`config.mk`:
```
export PLATFORM = sky130hd
export DESIGN_NAME = prio_spill_queue
export DESIGN_NICKNAME = d
export VERILOG_FILES = /design/src/rtl/spq_pkg.sv /design/src/rtl/spq_rst_sync.sv /design/src/rtl/spq_fifo.sv /design/src/rtl/spq_tag_store.sv /design/src/rtl/prio_spill_queue.sv
export SDC_FILE = /design/constraint.sdc
export NUM_CORES = 1
export LEC_CHECK = 0
export BUFFER_PORTS_ARGS = -buffer_cell sky130_fd_sc_hd__buf_2
export CAP_MARGIN = 0
export CORE_MARGIN = 4
export CORE_UTILIZATION = 63
export CTS_BUF_LIST = sky130_fd_sc_hd__clkbuf_2 sky130_fd_sc_hd__clkbuf_4 sky130_fd_sc_hd__clkbuf_8
export DETAILED_ROUTE_END_ITERATION = 16
export MAX_ROUTING_LAYER = met4
export PLACE_DENSITY = 0.82
export SYNTH_ARGS = -nofsm -noshare
export SYNTH_HDL_FRONTEND = slang
export SYNTH_SLANG_ARGS = --single-unit
```
`constraint.sdc`:
```
create_clock -name clk -period 2.75 [get_ports clk]
set_clock_uncertainty 0.05 [all_clocks]
set_input_delay 0.275 -clock clk [delete_from_list [all_inputs] [get_ports clk]]
set_output_delay 0.275 -clock clk [all_outputs]
set_load 0.02 [all_outputs]
```
`src/rtl/spq_pkg.sv`:
```
package spq_pkg;
  typedef enum logic {
    SRC_CRIT = 1'b0,
    SRC_SHARED = 1'b1
  } spq_src_e;
endpackage

```
`src/rtl/spq_rst_sync.sv`:
```
module spq_rst_sync (
  input  logic clk,
  input  logic rst_n,
  output logic rst_n_sync
);
  logic [1:0] stage_q;

  always_ff @(posedge clk or negedge rst_n) begin
    if (!rst_n) begin
      stage_q <= 2'b00;
    end else begin
      stage_q <= {stage_q[0], 1'b1};
    end
  end

  assign rst_n_sync = stage_q[1];
endmodule

```
`src/rtl/spq_fifo.sv`:
```
module spq_fifo #(
  parameter int W     = 8,
  parameter int DEPTH = 4
) (
  input  logic             clk,
  input  logic             rst_n,
  input  logic             push,
  input  logic [W-1:0]     push_data,
  input  logic             pop,
  output logic [W-1:0]     head,
  output logic             empty,
  output logic             full,
  output logic [$clog2(DEPTH+1)-1:0] count
);
  localparam int AW = (DEPTH > 1) ? $clog2(DEPTH) : 1;
  localparam int CW = $clog2(DEPTH+1);

  logic [W-1:0]  mem_q [DEPTH];
  logic [AW-1:0] wr_q, wr_n, rd_q, rd_n;
  logic [CW-1:0] cnt_q, cnt_n;

  function automatic logic [AW-1:0] bump(input logic [AW-1:0] p);
    return (p == AW'(DEPTH-1)) ? '0 : p + AW'(1);
  endfunction

  always_comb begin
    wr_n  = wr_q;
    rd_n  = rd_q;
    cnt_n = cnt_q;
    if (push) wr_n = bump(wr_q);
    if (pop)  rd_n = bump(rd_q);
    cnt_n = cnt_q + CW'(push) - CW'(pop);
  end

  always_ff @(posedge clk or negedge rst_n) begin
    if (!rst_n) begin
      wr_q  <= '0;
      rd_q  <= '0;
      cnt_q <= '0;
    end else begin
      wr_q  <= wr_n;
      rd_q  <= rd_n;
      cnt_q <= cnt_n;
    end
  end

  always_ff @(posedge clk) begin
    if (push) mem_q[wr_q] <= push_data;
  end

  assign head  = mem_q[rd_q];
  assign empty = (cnt_q == '0);
  assign full  = (cnt_q == CW'(DEPTH));
  assign count = cnt_q;

  // never read an empty FIFO, never write a full one
  a_r11_no_underflow: assert property (@(posedge clk) disable iff (!rst_n)
    pop |-> !empty);
  a_r5_no_overflow: assert property (@(posedge clk) disable iff (!rst_n)
    push |-> !full);
  a_r11_count_bound: assert property (@(posedge clk) disable iff (!rst_n)
    cnt_q <= CW'(DEPTH));
endmodule

```
`src/rtl/spq_tag_store.sv`:
```
module spq_tag_store #(
  parameter int W     = 8,
  parameter int DEPTH = 4
) (
  input  logic             clk,
  input  logic             rst_n,
  input  logic             push,
  input  logic [W-1:0]     push_data,
  input  logic             push_tag,
  input  logic             pop,
  input  logic [((DEPTH > 1) ? $clog2(DEPTH) : 1)-1:0] pop_idx,
  input  logic [((DEPTH > 1) ? $clog2(DEPTH) : 1)-1:0] rd_idx,
  output logic [W-1:0]     rd_data,
  output logic             rd_tag,
  output logic [((DEPTH > 1) ? $clog2(DEPTH) : 1)-1:0] sel_idx,
  output logic             any_tag,
  output logic             empty,
  output logic             full,
  output logic [$clog2(DEPTH+1)-1:0] count
);
  localparam int IW = (DEPTH > 1) ? $clog2(DEPTH) : 1;
  localparam int CW = $clog2(DEPTH+1);

  logic [W-1:0]  data_q [DEPTH];
  logic [W-1:0]  data_n [DEPTH];
  logic [DEPTH-1:0] tag_q, tag_n;
  logic [CW-1:0] cnt_q, cnt_n, wr_pos;

  // entries are kept packed in arrival order, index 0 oldest
  always_comb begin
    for (int i = 0; i < DEPTH; i++) begin
      data_n[i] = data_q[i];
      tag_n[i]  = tag_q[i];
    end
    if (pop) begin
      for (int i = 0; i < DEPTH - 1; i++) begin
        if (IW'(i) >= pop_idx) begin
          data_n[i] = data_q[i+1];
          tag_n[i]  = tag_q[i+1];
        end
      end
      tag_n[DEPTH-1] = 1'b0;
    end
    wr_pos = cnt_q - CW'(pop);
    if (push) begin
      for (int i = 0; i < DEPTH; i++) begin
        if (CW'(i) == wr_pos) begin
          data_n[i] = push_data;
          tag_n[i]  = push_tag;
        end
      end
    end
    cnt_n = cnt_q + CW'(push) - CW'(pop);
  end

  always_ff @(posedge clk or negedge rst_n) begin
    if (!rst_n) begin
      cnt_q <= '0;
      tag_q <= '0;
    end else begin
      cnt_q <= cnt_n;
      tag_q <= tag_n;
    end
  end

  always_ff @(posedge clk) begin
    if (push || pop) begin
      for (int i = 0; i < DEPTH; i++) data_q[i] <= data_n[i];
    end
  end

  // oldest valid tagged entry, else the oldest entry
  always_comb begin
    sel_idx = '0;
    any_tag = 1'b0;
    for (int i = DEPTH - 1; i >= 0; i--) begin
      if (tag_q[i] && (CW'(i) < cnt_q)) begin
        sel_idx = IW'(i);
        any_tag = 1'b1;
      end
    end
  end

  assign rd_data = data_q[rd_idx];
  assign rd_tag  = tag_q[rd_idx];
  assign empty   = (cnt_q == '0);
  assign full    = (cnt_q == CW'(DEPTH));
  assign count   = cnt_q;

  // a departure names a live entry; no write past capacity
  a_r11_pop_live: assert property (@(posedge clk) disable iff (!rst_n)
    pop |-> (CW'(pop_idx) < cnt_q));
  a_r8_no_overflow: assert property (@(posedge clk) disable iff (!rst_n)
    push |-> !full);
  a_r3_tag_first: assert property (@(posedge clk) disable iff (!rst_n)
    any_tag |-> tag_q[sel_idx]);
endmodule

```
`src/rtl/prio_spill_queue.sv`:
```
module prio_spill_queue #(
  parameter int HANDLE_W   = 8,
  parameter int CRIT_DEPTH = 4,
  parameter int NC_DEPTH   = 4
) (
  input  logic                clk,
  input  logic                rst_n,
  input  logic                in_valid,
  input  logic                in_crit,
  input  logic [HANDLE_W-1:0] in_handle,
  input  logic                crit_fault,
  output logic                out_valid,
  input  logic                out_ready,
  output logic [HANDLE_W-1:0] out_handle,
  output logic                out_crit,
  output logic                drop_nc,
  output logic                drop_crit
);
  import spq_pkg::*;

  localparam int NIW = (NC_DEPTH > 1) ? $clog2(NC_DEPTH) : 1;
  localparam int CCW = $clog2(CRIT_DEPTH+1);
  localparam int NCW = $clog2(NC_DEPTH+1);

  logic rst_n_s;

  logic                c_push, c_pop, c_empty, c_full;
  logic [HANDLE_W-1:0] c_head;
  logic [CCW-1:0]      c_count;

  logic                n_push, n_pop, n_empty, n_full, n_any_tag, n_rd_tag;
  logic [HANDLE_W-1:0] n_rd_data;
  logic [NIW-1:0]      n_sel, n_idx;
  logic [NCW-1:0]      n_count;

  logic       crit_path_ok, to_shared, accept;
  spq_src_e   src;
  logic       held_q, held_n;
  spq_src_e   held_src_q, held_src_n;
  logic [NIW-1:0] held_idx_q, held_idx_n;
  logic       drop_nc_q, drop_nc_n, drop_crit_q, drop_crit_n;

  spq_rst_sync u_rst (
    .clk       (clk),
    .rst_n     (rst_n),
    .rst_n_sync(rst_n_s)
  );

  spq_fifo #(.W(HANDLE_W), .DEPTH(CRIT_DEPTH)) u_crit (
    .clk      (clk),
    .rst_n    (rst_n_s),
    .push     (c_push),
    .push_data(in_handle),
    .pop      (c_pop),
    .head     (c_head),
    .empty    (c_empty),
    .full     (c_full),
    .count    (c_count)
  );

  spq_tag_store #(.W(HANDLE_W), .DEPTH(NC_DEPTH)) u_shared (
    .clk      (clk),
    .rst_n    (rst_n_s),
    .push     (n_push),
    .push_data(in_handle),
    .push_tag (in_crit),
    .pop      (n_pop),
    .pop_idx  (n_idx),
    .rd_idx   (n_idx),
    .rd_data  (n_rd_data),
    .rd_tag   (n_rd_tag),
    .sel_idx  (n_sel),
    .any_tag  (n_any_tag),
    .empty    (n_empty),
    .full     (n_full),
    .count    (n_count)
  );

  // admission: class selection, spillover and drop decisions
  always_comb begin
    crit_path_ok = !crit_fault && !c_full && !n_any_tag;
    c_push       = in_valid && in_crit && crit_path_ok;
    to_shared    = in_valid && (!in_crit || !crit_path_ok);
    n_push       = to_shared && !n_full;
    drop_nc_n    = in_valid && !in_crit && n_full;
    drop_crit_n  = in_valid && in_crit && !crit_path_ok && n_full;
  end

  // dequeue arbitration with a lock while the transmitter stalls
  always_comb begin
    if (held_q) begin
      src   = held_src_q;
      n_idx = held_idx_q;
    end else begin
      src   = c_empty ? SRC_SHARED : SRC_CRIT;
      n_idx = n_sel;
    end
    out_valid  = !c_empty || !n_empty;
    out_handle = (src == SRC_CRIT) ? c_head : n_rd_data;
    out_crit   = (src == SRC_CRIT) ? 1'b1 : n_rd_tag;
    accept     = out_valid && out_ready;
    c_pop      = accept && (src == SRC_CRIT);
    n_pop      = accept && (src == SRC_SHARED);
    held_n     = out_valid && !out_ready;
    held_src_n = src;
    held_idx_n = n_idx;
  end

  always_ff @(posedge clk or negedge rst_n_s) begin
    if (!rst_n_s) begin
      held_q      <= 1'b0;
      held_src_q  <= SRC_CRIT;
      held_idx_q  <= '0;
      drop_nc_q   <= 1'b0;
      drop_crit_q <= 1'b0;
    end else begin
      held_q      <= held_n;
      held_src_q  <= held_src_n;
      held_idx_q  <= held_idx_n;
      drop_nc_q   <= drop_nc_n;
      drop_crit_q <= drop_crit_n;
    end
  end

  assign drop_nc   = drop_nc_q;
  assign drop_crit = drop_crit_q;

  // offered descriptor frozen while stalled
  a_r10_hold_stable: assert property (@(posedge clk) disable iff (!rst_n_s)
    (out_valid && !out_ready) |=> (out_valid && $stable(out_handle) && $stable(out_crit)));
  // with no lock, a non-empty critical FIFO wins
  a_r3_crit_wins: assert property (@(posedge clk) disable iff (!rst_n_s)
    (!held_q && !c_empty) |-> (out_valid && out_crit));
  // no growth of the critical FIFO under fault
  a_r6_fault_no_write: assert property (@(posedge clk) disable iff (!rst_n_s)
    crit_fault |=> (c_count <= $past(c_count)));
  // a spill into a non-full shared store with no departure grows it
  a_r5_spill_grows: assert property (@(posedge clk) disable iff (!rst_n_s)
    (in_valid && in_crit && c_full && !n_full && !n_pop) |=> (n_count > $past(n_count)));
  // drop pulses only follow a matching arrival
  a_r8_drop_cause: assert property (@(posedge clk) disable iff (!rst_n_s)
    $rose(drop_nc) |-> $past(in_valid && !in_crit));
  a_r9_drop_cause: assert property (@(posedge clk) disable iff (!rst_n_s)
    $rose(drop_crit) |-> $past(in_valid && in_crit));
endmodule

```
==> impl_metrics.tcl <==
set metrics [dict create \
    cell_area_power_density_nw_per_um2 1190 \
    post-route-min-period_ns 2.79 \
    synth-edff-count 64 \
    final_layout_worst_hold_slack_ns 0.0886 \
    violations "setup timing" \
    r2r-end "u_shared.data_q[1][2]" \
    syn-mean-instance-area_um2 13.1 \
    placement.cell_area_um2 4540 \
    globalRouteTotalUtil_pct 25.2 \
    insertedDiodeCount 0 \
    first_global_vias 2756 \
    worstMarginPinSlew_ns 0.852 \
    finalCritPeriodShare_pct 102 \
    htreeDepth 3 \
    placeableCoreArea_um2 6420 \
    dieArea_um2 8040 \
    outcome "complete, but fails checks" \
    instances_no_fill 456 \
    synth.net_count 351 \
    timing.critical_path.required_ns 2.42 \
    postSynth.asyncResetShare_pct 25.6 \
    max-vdd-ir-drop_mv 0.703 \
    synth.ff_latch_count 86 \
    gp_congestion 0.780 \
    worstReg2RegStart "u_crit.count[1]" \
    die_h_um 89.7 \
    worst-r2r-setup-slack_ns 0.04 \
    drt_first_pass_iters 5 \
    critPathSlowestCell "dfrtp_1" \
    yosys_warning_count 0 \
    insertion_delay_ns 0.35 \
    yosysTopAreaCellShare_pct 45.7 \
    initial_core_util_pct 65.4 \
    tritoncts.num_buffers 9 \
    cp_slowest_stage_delay_ns 0.39 \
    wl_um 9810 \
    final_max_slew_viol_count 0 \
    routedWlPerCell_um 21.5 \
    layout_setup_ws_ns -0.0428 \
    design_area_um2 5240 \
    grt_first_pass_wirelength_um 14300 \
    synthesis.area_um2 4200 \
    grt_setup_unrepaired "yes" \
    syn_inst 321 \
    criticalPathCategory "reg2out" \
    area_growth_synth_to_finish_pct 24.7 \
    min_delay_worst_endpoint "held_q" \
    grt.overflow.total 0 \
    setup_viol 2 \
    timing.critical_path.to_type "output pin" \
    clkTransAtPathRegs_ns 0.10 \
    ff2ff_path_depth 11 \
    die_x_extent_um 89.7 \
    layout-drive-gt1-share_pct 34.3 \
    cap_violations 0 \
    initialDrtViolationCount 364 \
    vias 2903 \
    worst-path-max-fanout 5 \
    synth_top_cells_by_count "edfxtp_1 (64), mux2i_1 (38), a21oi_1 (32)" \
    preCtsSetupSlack_ns 0.0806 \
    route.detailed.vias_per_inst 6.37 \
    fmax_ghz 0.358 \
    total_leakage_power_nw 2.06 \
    critical_path.most_common_cell "buf_6" \
    detail_route.drc_violations 0 \
    dp_hpwl_um 5520 \
    numClockSinks 86 \
    postSynth.topFlopCell "edfxtp_1" \
    dp.cells 425 \
    grt_start_max_net_pins 25 \
    number_of_antenna_violations_at_the_first_check_in_global_routing 0 \
    timing.hold.worst.start "out_ready" \
    count_of_boundary_i_o_pins 26 \
    maxSlewHeadroom_pct 43.2 \
    clockBufferDepth 2 \
    row_count 29 \
    setup.worst_path.start_class "register" \
    post-synth-top-count-cell "edfxtp_1" \
    synth.lib_cells_used.distinct 43 \
    tritoncts "done" \
    synth_seq_area_share_pct 58.8 \
    clock_tree_root_buffer_cell "clkbuf_8" \
    synth.area.top_cells "edfxtp_1 (46%), dfrtp_1 (13%), mux2i_1 (9.1%)" \
    detail-route-antenna-nets 0 \
    final_hold_viol_count 0 \
    design.final.nets 404 \
    cp.arrival_ns 2.47 \
    critical_path.cell_chain "inv_2 > ha_4 > nor2b_4 > a21boi_4 > o31ai_4 > buf_6 > buf_6 > clkbuf_16 > mux2i_1 > a21oi_1 > buf_4" \
    synth_top_area_cell "edfxtp_1" \
    timing.hold.worst.class "in2reg" \
    worst_hold_path.num_cells 2 \
    port_buffers 25 \
]
## worst max path at each step
stage,start,to,cells after the start
after CTS,u_shared.count[1],out_handle[0],11
after floorplan,held_q,u_shared.data_q[1][0],13
after global placement,u_shared.count[1],out_handle[3],10
after detailed placement,u_shared.count[2],u_shared.data_q[0][7],11
after global routing,u_shared.count[2],out_handle[1],11
final,u_shared.count[2],out_handle[1],11
## per-stage QoR
step	util [%]	TNS, ns	power [mW]
after floorplan	-	0	3.69
after global placement	70.8	0	4.29
after CTS	77.4	-0.0122	5.67
final	81.6	-0.0467	6.24
after detailed placement	70.8	0	4.38
after global routing	81.6	-0.941	6.55
## registers in the layout, indices dropped and copies added, names as in the netlist, 3 cells and up
name             cells
u_shared.data_q     32
u_crit.mem_q        32
u_shared.tag_q       4
u_crit.count         3
u_shared.count       3
## routing by layer
metal  vias to the layer above  GRT usage [%]  share of wire, %
met5                         -              -                 0
met4                         0           9.34               2.0
met3                        25           5.93               6.8
met2                       138           37.3                49
met1                      1449           34.4                42
li1                       1291              -                 -
## cells by family (layout without fill, tap and decap cells)
logic type	after synthesis	in the layout	share of synthesized area, %
muxes	56	56	16.0
buffers and inverters	28	86	2.83
xor gates and xnor gates	4	4	0.834
AOI/OAI and AO/OA	60	60	7.92
DFF	86	86	58.8
other	1	1	0.0893
adders and majority gates	16	16	5.12
and+or+nand+nor	70	70	8.34
## where the power goes
group          total, mW  internal (mW)  switching, mW
registers           2.27           1.88          0.386
clock network      0.881          0.358          0.523
logic               3.09           1.57           1.52
## placed cells by master (no fill, tap or decap), types with 2 or more instances in the layout
| master | Yosys | layout |
|---|---|---|
| a21oi_1 | 32 | 27 |
| a21oi_2 | 0 | 5 |
| and2_1 | 6 | 6 |
| and3_1 | 3 | 2 |
| buf_12 | 0 | 3 |
| buf_16 | 0 | 2 |
| buf_2 | 2 | 16 |
| buf_4 | 1 | 20 |
| buf_6 | 1 | 12 |
| clkbuf_8 | 0 | 9 |
| clkinv_4 | 0 | 2 |
| dfrtp_1 | 22 | 22 |
| edfxtp_1 | 64 | 64 |
| fa_1 | 2 | 2 |
| ha_1 | 14 | 11 |
| ha_4 | 0 | 2 |
| inv_1 | 14 | 12 |
| inv_2 | 1 | 3 |
| inv_8 | 0 | 3 |
| mux2_4 | 0 | 9 |
| mux2i_1 | 38 | 32 |
| mux2i_2 | 0 | 2 |
| mux2i_4 | 0 | 4 |
| mux4_2 | 8 | 8 |
| nand2_1 | 19 | 16 |
| nand2_2 | 1 | 3 |
| nand2b_1 | 3 | 2 |
| nand4_1 | 2 | 2 |
| nor2_1 | 23 | 23 |
| nor3_1 | 3 | 2 |
| o21ai_0 | 12 | 11 |
| o22ai_2 | 0 | 8 |
| xnor2_1 | 4 | 3 |
## critical path, delay by kind of cell (launching register included)
family | cells | cell delay (ns)
AOI/OAI and AO/OA | 3 | 0.47
muxes | 1 | 0.23
adders and majority gates | 1 | 0.18
DFF | 1 | 0.39
and+or+nand+nor | 1 | 0.14
buffers and inverters | 5 | 0.69
## layout make-up
cell class | instances | area, um^2
clock inverters | 7 | 75.1
multi-input cells | 207 | 1900
clock buffers | 9 | 124
inverters | 15 | 56.3
repair buffers | 55 | 515
well taps | 77 | 96.3
flip-flops and latches | 86 | 2470
fillers | 327 | 1180
## repair_timing
item | in CTS | in global routing
gates resized for setup | 26 | 53
gates cloned | 2 | 1
pin swaps | 7 | 14
hold buffers | 1 | 0
endpoints found under the setup margin | 9 | 34
hold endpoints to repair | 2 | 0
buffers inserted | 9 | 3
No activity file was read; power rests on OpenSTA's default activity.
